<file path="src/rtl/env_pkg.sv">
package env_pkg;
  typedef struct packed {
    logic cont;
    logic att;
    logic alt;
    logic hold;
  } env_shape_t;
endpackage

</file>
<file path="src/rtl/env_prescaler.sv">
module env_prescaler #(
  parameter int PERIOD_W   = 16,
  parameter int SCALE_LOG2 = 3
) (
  input  logic                clk,
  input  logic                rst_n,
  input  logic                restart,
  input  logic                run,
  input  logic                tick_en,
  input  logic [PERIOD_W-1:0] period,
  output logic                step_pulse
);
  localparam int CW = PERIOD_W + SCALE_LOG2;

  logic [CW-1:0]       cnt;
  logic [CW-1:0]       limit;
  logic [PERIOD_W-1:0] ep_eff;

  always_comb begin
    ep_eff = (period == '0) ? PERIOD_W'(1) : period;
    limit  = {ep_eff, {SCALE_LOG2{1'b0}}} - CW'(1);
  end

  assign step_pulse = run && tick_en && !restart && (cnt >= limit);

  always_ff @(posedge clk) begin
    if (!rst_n || restart) begin
      cnt <= '0;
    end else if (run && tick_en) begin
      if (cnt >= limit) cnt <= '0;
      else              cnt <= cnt + CW'(1);
    end
  end

  // a count never advances in a clock without a tick
  a_r2_idle_no_count: assert property (@(posedge clk) disable iff (!rst_n)
    (!tick_en && !restart) |=> $stable(cnt));
endmodule

</file>
<file path="src/rtl/env_shaper.sv">
module env_shaper
  import env_pkg::*;
#(
  parameter int STEP_W = 5
) (
  input  logic              clk,
  input  logic              rst_n,
  input  logic              restart,
  input  env_shape_t        shape_in,
  input  logic              step_pulse,
  output logic              active,
  output logic [STEP_W-1:0] level
);
  localparam logic [STEP_W-1:0] TOP = {STEP_W{1'b1}};

  env_shape_t        shp;
  logic              holding;
  logic              dir_up;
  logic [STEP_W-1:0] step;
  logic [STEP_W-1:0] held;
  logic [STEP_W-1:0] ramp;

  always_ff @(posedge clk) begin
    if (!rst_n) begin
      active  <= 1'b0;
      holding <= 1'b0;
      shp     <= '0;
      dir_up  <= 1'b0;
      step    <= '0;
      held    <= '0;
    end else if (restart) begin
      active  <= 1'b1;
      holding <= 1'b0;
      shp     <= shape_in;
      dir_up  <= shape_in.att;
      step    <= '0;
      held    <= '0;
    end else if (active && !holding && step_pulse) begin
      if (step == TOP) begin
        if (!shp.cont) begin
          holding <= 1'b1;
          held    <= '0;
        end else if (shp.hold) begin
          holding <= 1'b1;
          held    <= (dir_up ^ shp.alt) ? TOP : '0;
        end else begin
          step <= '0;
          if (shp.alt) dir_up <= !dir_up;
        end
      end else begin
        step <= step + STEP_W'(1);
      end
    end
  end

  always_comb begin
    ramp = dir_up ? step : ~step;
    if (!active)      level = '0;
    else if (holding) level = held;
    else              level = ramp;
  end

  // the step only moves on a timer pulse or a restart
  a_r2_step_waits: assert property (@(posedge clk) disable iff (!rst_n)
    (!step_pulse && !restart) |=> $stable(step));
  // inside a cycle each pulse moves exactly one step
  a_r3_one_step: assert property (@(posedge clk) disable iff (!rst_n)
    (active && !holding && step_pulse && !restart && step != TOP) |=> step == $past(step) + STEP_W'(1));
  // a one-shot shape rests at zero
  a_r4_oneshot_zero: assert property (@(posedge clk) disable iff (!rst_n)
    (holding && !shp.cont) |-> level == '0);
  // a held level does not move until the next write
  a_r7_frozen: assert property (@(posedge clk) disable iff (!rst_n)
    (holding && !restart) |=> $stable(level));
endmodule

</file>
<file path="src/rtl/env_gen.sv">
module env_gen
  import env_pkg::*;
#(
  parameter int PERIOD_W   = 16,
  parameter int STEP_W     = 5,
  parameter int SCALE_LOG2 = 3
) (
  input  logic                clk,
  input  logic                rst_n,
  input  logic                tick_en,
  input  logic [PERIOD_W-1:0] period,
  input  logic [3:0]          shape,
  input  logic                shape_wr,
  output logic [STEP_W-1:0]   level
);
  logic       step_pulse;
  logic       active;
  env_shape_t shape_s;

  assign shape_s = env_shape_t'(shape);

  env_prescaler #(.PERIOD_W(PERIOD_W), .SCALE_LOG2(SCALE_LOG2)) u_pre (
    .clk        (clk),
    .rst_n      (rst_n),
    .restart    (shape_wr),
    .run        (active),
    .tick_en    (tick_en),
    .period     (period),
    .step_pulse (step_pulse)
  );

  env_shaper #(.STEP_W(STEP_W)) u_shp (
    .clk        (clk),
    .rst_n      (rst_n),
    .restart    (shape_wr),
    .shape_in   (shape_s),
    .step_pulse (step_pulse),
    .active     (active),
    .level      (level)
  );

  // the cycle after a write shows the first value of the new shape
  a_r8_restart_start: assert property (@(posedge clk) disable iff (!rst_n)
    shape_wr |=> level == ($past(shape[2]) ? '0 : {STEP_W{1'b1}}));
  // before any write the output is silent
  a_r1_idle_silent: assert property (@(posedge clk) disable iff (!rst_n)
    !active |-> level == '0);
endmodule

</file>
<file path="config.mk">
export PLATFORM = sky130hd
export DESIGN_NAME = env_gen
export DESIGN_NICKNAME = d
export VERILOG_FILES = /design/src/rtl/env_pkg.sv /design/src/rtl/env_prescaler.sv /design/src/rtl/env_shaper.sv /design/src/rtl/env_gen.sv
export SDC_FILE = /design/constraint.sdc
export NUM_CORES = 1
export LEC_CHECK = 0
export ABC_AREA = 1
export BUFFER_PORTS_ARGS = -buffer_cell sky130_fd_sc_hd__buf_2
export CAP_MARGIN = 10
export CORE_UTILIZATION = 34
export DETAILED_ROUTE_END_ITERATION = 16
export HOLD_SLACK_MARGIN = 0.15
export PLACE_DENSITY_LB_ADDON = 0.2
export SYNTH_ARGS = -nofsm -noshare
export SYNTH_HDL_FRONTEND = slang
export SYNTH_SLANG_ARGS = --single-unit
</file>
<file path="constraint.sdc">
create_clock -name clk -period 6.8 [get_ports clk]
set_clock_uncertainty 0.1 [all_clocks]
set_input_delay 1.02 -clock clk [delete_from_list [all_inputs] [get_ports clk]]
set_output_delay 1.02 -clock clk [all_outputs]
set_load 0.01 [all_outputs]
</file>
==> flow_summary.json <==
{
  "slew_violations": 0,
  "whs_ns": 0.386,
  "cp_data_arrival_time_ns": 4.23,
  "track_usage_pct": 15.0,
  "cp_slowest_cell": "nand2_2",
  "crit_top_cell": "nor2_1",
  "grt_pass1_vias": 2020,
  "wl_mm": 4.86,
  "path_cells": "buf_2 -> or2_1 -> nor2_1 -> nand3_1 -> nand2_1 -> inv_1 -> ha_1 -> nand3_1 -> nor3_4 -> nand3_2 -> or2_1 -> nor2_2 -> xor2_1 -> inv_1 -> ha_1 -> nand2_1 -> nor2_1 -> nand3_1 -> nor2_1 -> nor2_1 -> nand2_2 -> nand2_1 -> nand2_2 -> nor3_1",
  "yosysUniqueCellTypes": 30,
  "grt_overflow": 0,
  "cts_buffer_depth": 2,
  "synthFlopType": "dfxtp_1",
  "port_buffers": 28,
  "ys_ff_latch": 31,
  "drc": 8,
  "p_leak_uw": 0.00112,
  "start_util_pct": 35.6,
  "syn_inst": 341,
  "grt_setup_unrepaired": "false",
  "dp_hpwl_mm": 3.88,
  "dieArea_um2": 7060,
  "drtPass1Iterations": 10,
  "drtIter0Drc": 91,
  "period_needed_ns": 4.16,
  "synth.yosys.warnings": 0,
  "async_reset_ff_share_pct": 0,
  "cts_buffers": 5,
  "timing.final.ws_setup_ns": 2.64,
  "yosysMostFrequentCell": "nand2_1",
  "place_ws_ns": 2.29,
  "cpPeakStageDelay_ns": 0.29,
  "maxSlewHeadroom_pct": 70.2,
  "status": "finished with violations",
  "end_kind": "register",
  "clockRootBuffer": "clkbuf_8",
  "syn-mean-instance-area_um2": 6.70,
  "insertion_delay_ns": 0.29,
  "crit_required_ns": 6.87,
  "max_freq_mhz": 240,
  "postCtsResizedCells": 0,
  "nets": 418,
  "num_vias": 2170,
  "synth-edff-count": 0,
  "synth_seq_area_share_pct": 27.1,
  "ir_worst_vdd_mv": 0.0976,
  "viasPerCell": 4.80,
  "postCtsSetupRepairBufs": 0,
  "syn_nets": 385,
  "dieHeight_um": 84.0,
  "drv_cap": 0,
  "setup_viol": 0,
  "grt_max_degree": 17,
  "hold_violations": 0,
  "grt_pass1_wl_mm": 8.56,
  "coreArea_um2": 6420,
  "min_path_type": "register to register",
  "period_share_pct": 61.2,
  "critPathKind": "input pin to register",
  "finalWeightedCongestion": 0.791,
  "power_per_cell_area_nw_per_um2": 146,
  "die_w_um": 84.0,
  "antenna_found_initial": 0,
  "htree_num_levels": 2,
  "cts.sinks": 31,
  "tns_ns": 0,
  "wl_per_cell_um": 10.8,
  "areaGrowthSynthToFinish_pct": 13.5,
  "synth_area_um2": 2290,
  "ant_nets": 0,
  "synth_common_cells": "nand2_1 (66), nor2_1 (54), inv_1 (34)",
  "crit_fanout": 16,
  "synth_top_cell_area_share_pct": 27.1,
  "cts_tree": "built",
  "drive_gt1_share_pct": 14.7,
  "violations": "design-rule violations",
  "synthTopCellsByArea": "dfxtp_1 (27%), ha_1 (11%), nand2_1 (11%)",
  "synth_top_cell_by_area": "dfxtp_1",
  "cts_hold_buf": 0,
  "worst_pin_slew_ns": 0.444,
  "clk_pin_slew_ns": 0.07,
  "crit_path_start_kind": "input pin",
  "ioPinCount": 29,
  "crit_family": "simple AND/OR/NAND/NOR gates",
  "antenna_cells": 0,
  "num_rows": 29,
  "path_buf_inv": 3
}
## worst register-to-register path, stage by stage, from the launching register on
cell	delay [ns]
dfxtp_1	0.46
ha_1	0.29
nand2_1	0.09
nor2_1	0.06
nand3_1	0.09
nor2_1	0.04
nor2_1	0.12
nand2_2	0.13
nand2_1	0.16
nand2_2	0.23
a211oi_1	0.25
## metal layers
layer	up-vias	track usage (%)	wire length, µm
met2	48	25.6	2220
li1	1178	-	-
met5	-	0	0
met4	0	6.11	82
met3	9	3.17	201
met1	935	18.2	2360
## layout by cell type, fill, tap and decap left out, drive strengths merged
| master | instances |
|---|---|
| clkbuf | 5 |
| nand3 | 23 |
| o41ai | 1 |
| inv | 40 |
| and2 | 1 |
| nor3 | 16 |
| nor2 | 55 |
| buf | 28 |
| nand4 | 7 |
| clkinv | 7 |
| a211oi | 3 |
| nor3b | 1 |
| or2 | 4 |
| o21ai | 13 |
| xnor2 | 8 |
| a21oi | 27 |
| nand3b | 1 |
| nand2 | 69 |
| ha | 20 |
| dfxtp | 31 |
| xor2 | 12 |
| a21o | 3 |
## final cells by class
type                            count  area (µm²)
Fill cell                         711        3830
Multi-Input combinational cell    264        1490
Sequential cell                    31         621
Inverter                           44         165
Timing Repair Buffer               28         140
Tap cell                           77        96.3
Clock buffer                        5        68.8
Clock inverter                      3        15.0
## final timing paths
path	startpoint	to	slack, ns	cells after the start
worst min register to register	u_pre.cnt[2]	u_pre.cnt[2]	0.39	2
worst min-delay path	u_pre.cnt[2]	u_pre.cnt[2]	0.39	2
worst max-delay path	period[7]	u_pre.cnt[14]	2.64	24
worst max register to register	u_pre.cnt[6]	u_pre.cnt[2]	4.71	10
## through the flow
stage	cells	power, µW	utilization [%]	area (µm²)
3_5_place_dp	444	240	39.1	2510
4_1_cts	452	384	40.4	2590
2_1_floorplan	341	221	-	2290
6_report	452	378	40.4	2590
3_3_place_gp	444	239	39.1	2510
5_1_grt	452	400	40.4	2590
## logic make-up (layout without fill, tap and decap cells)
group | after synthesis | in the layout | synth area share, %
simple gates | 177 | 177 | 35.4
compound gates | 47 | 47 | 11.1
buf+inv | 46 | 80 | 7.72
flops | 31 | 31 | 27.1
fa+ha+maj | 20 | 20 | 10.9
xor+xnor | 20 | 20 | 7.66
## power by group
part	switching (µW)	total, µW	leakage, µW	internal (µW)
Clock	73.0	143	0.0000477	70.0
Sequential	2.62	186	0.000251	184
Combinational	29.2	48.6	0.000825	19.4
## state kept, by name (all words and copies together) (netlist names)
name	count
u_shp.held	1
u_shp.active	1
u_shp.step	5
u_shp.dir_up	1
u_shp.holding	1
u_shp.shp	3
u_pre.cnt	19
Power figures use the tool's default switching activity.
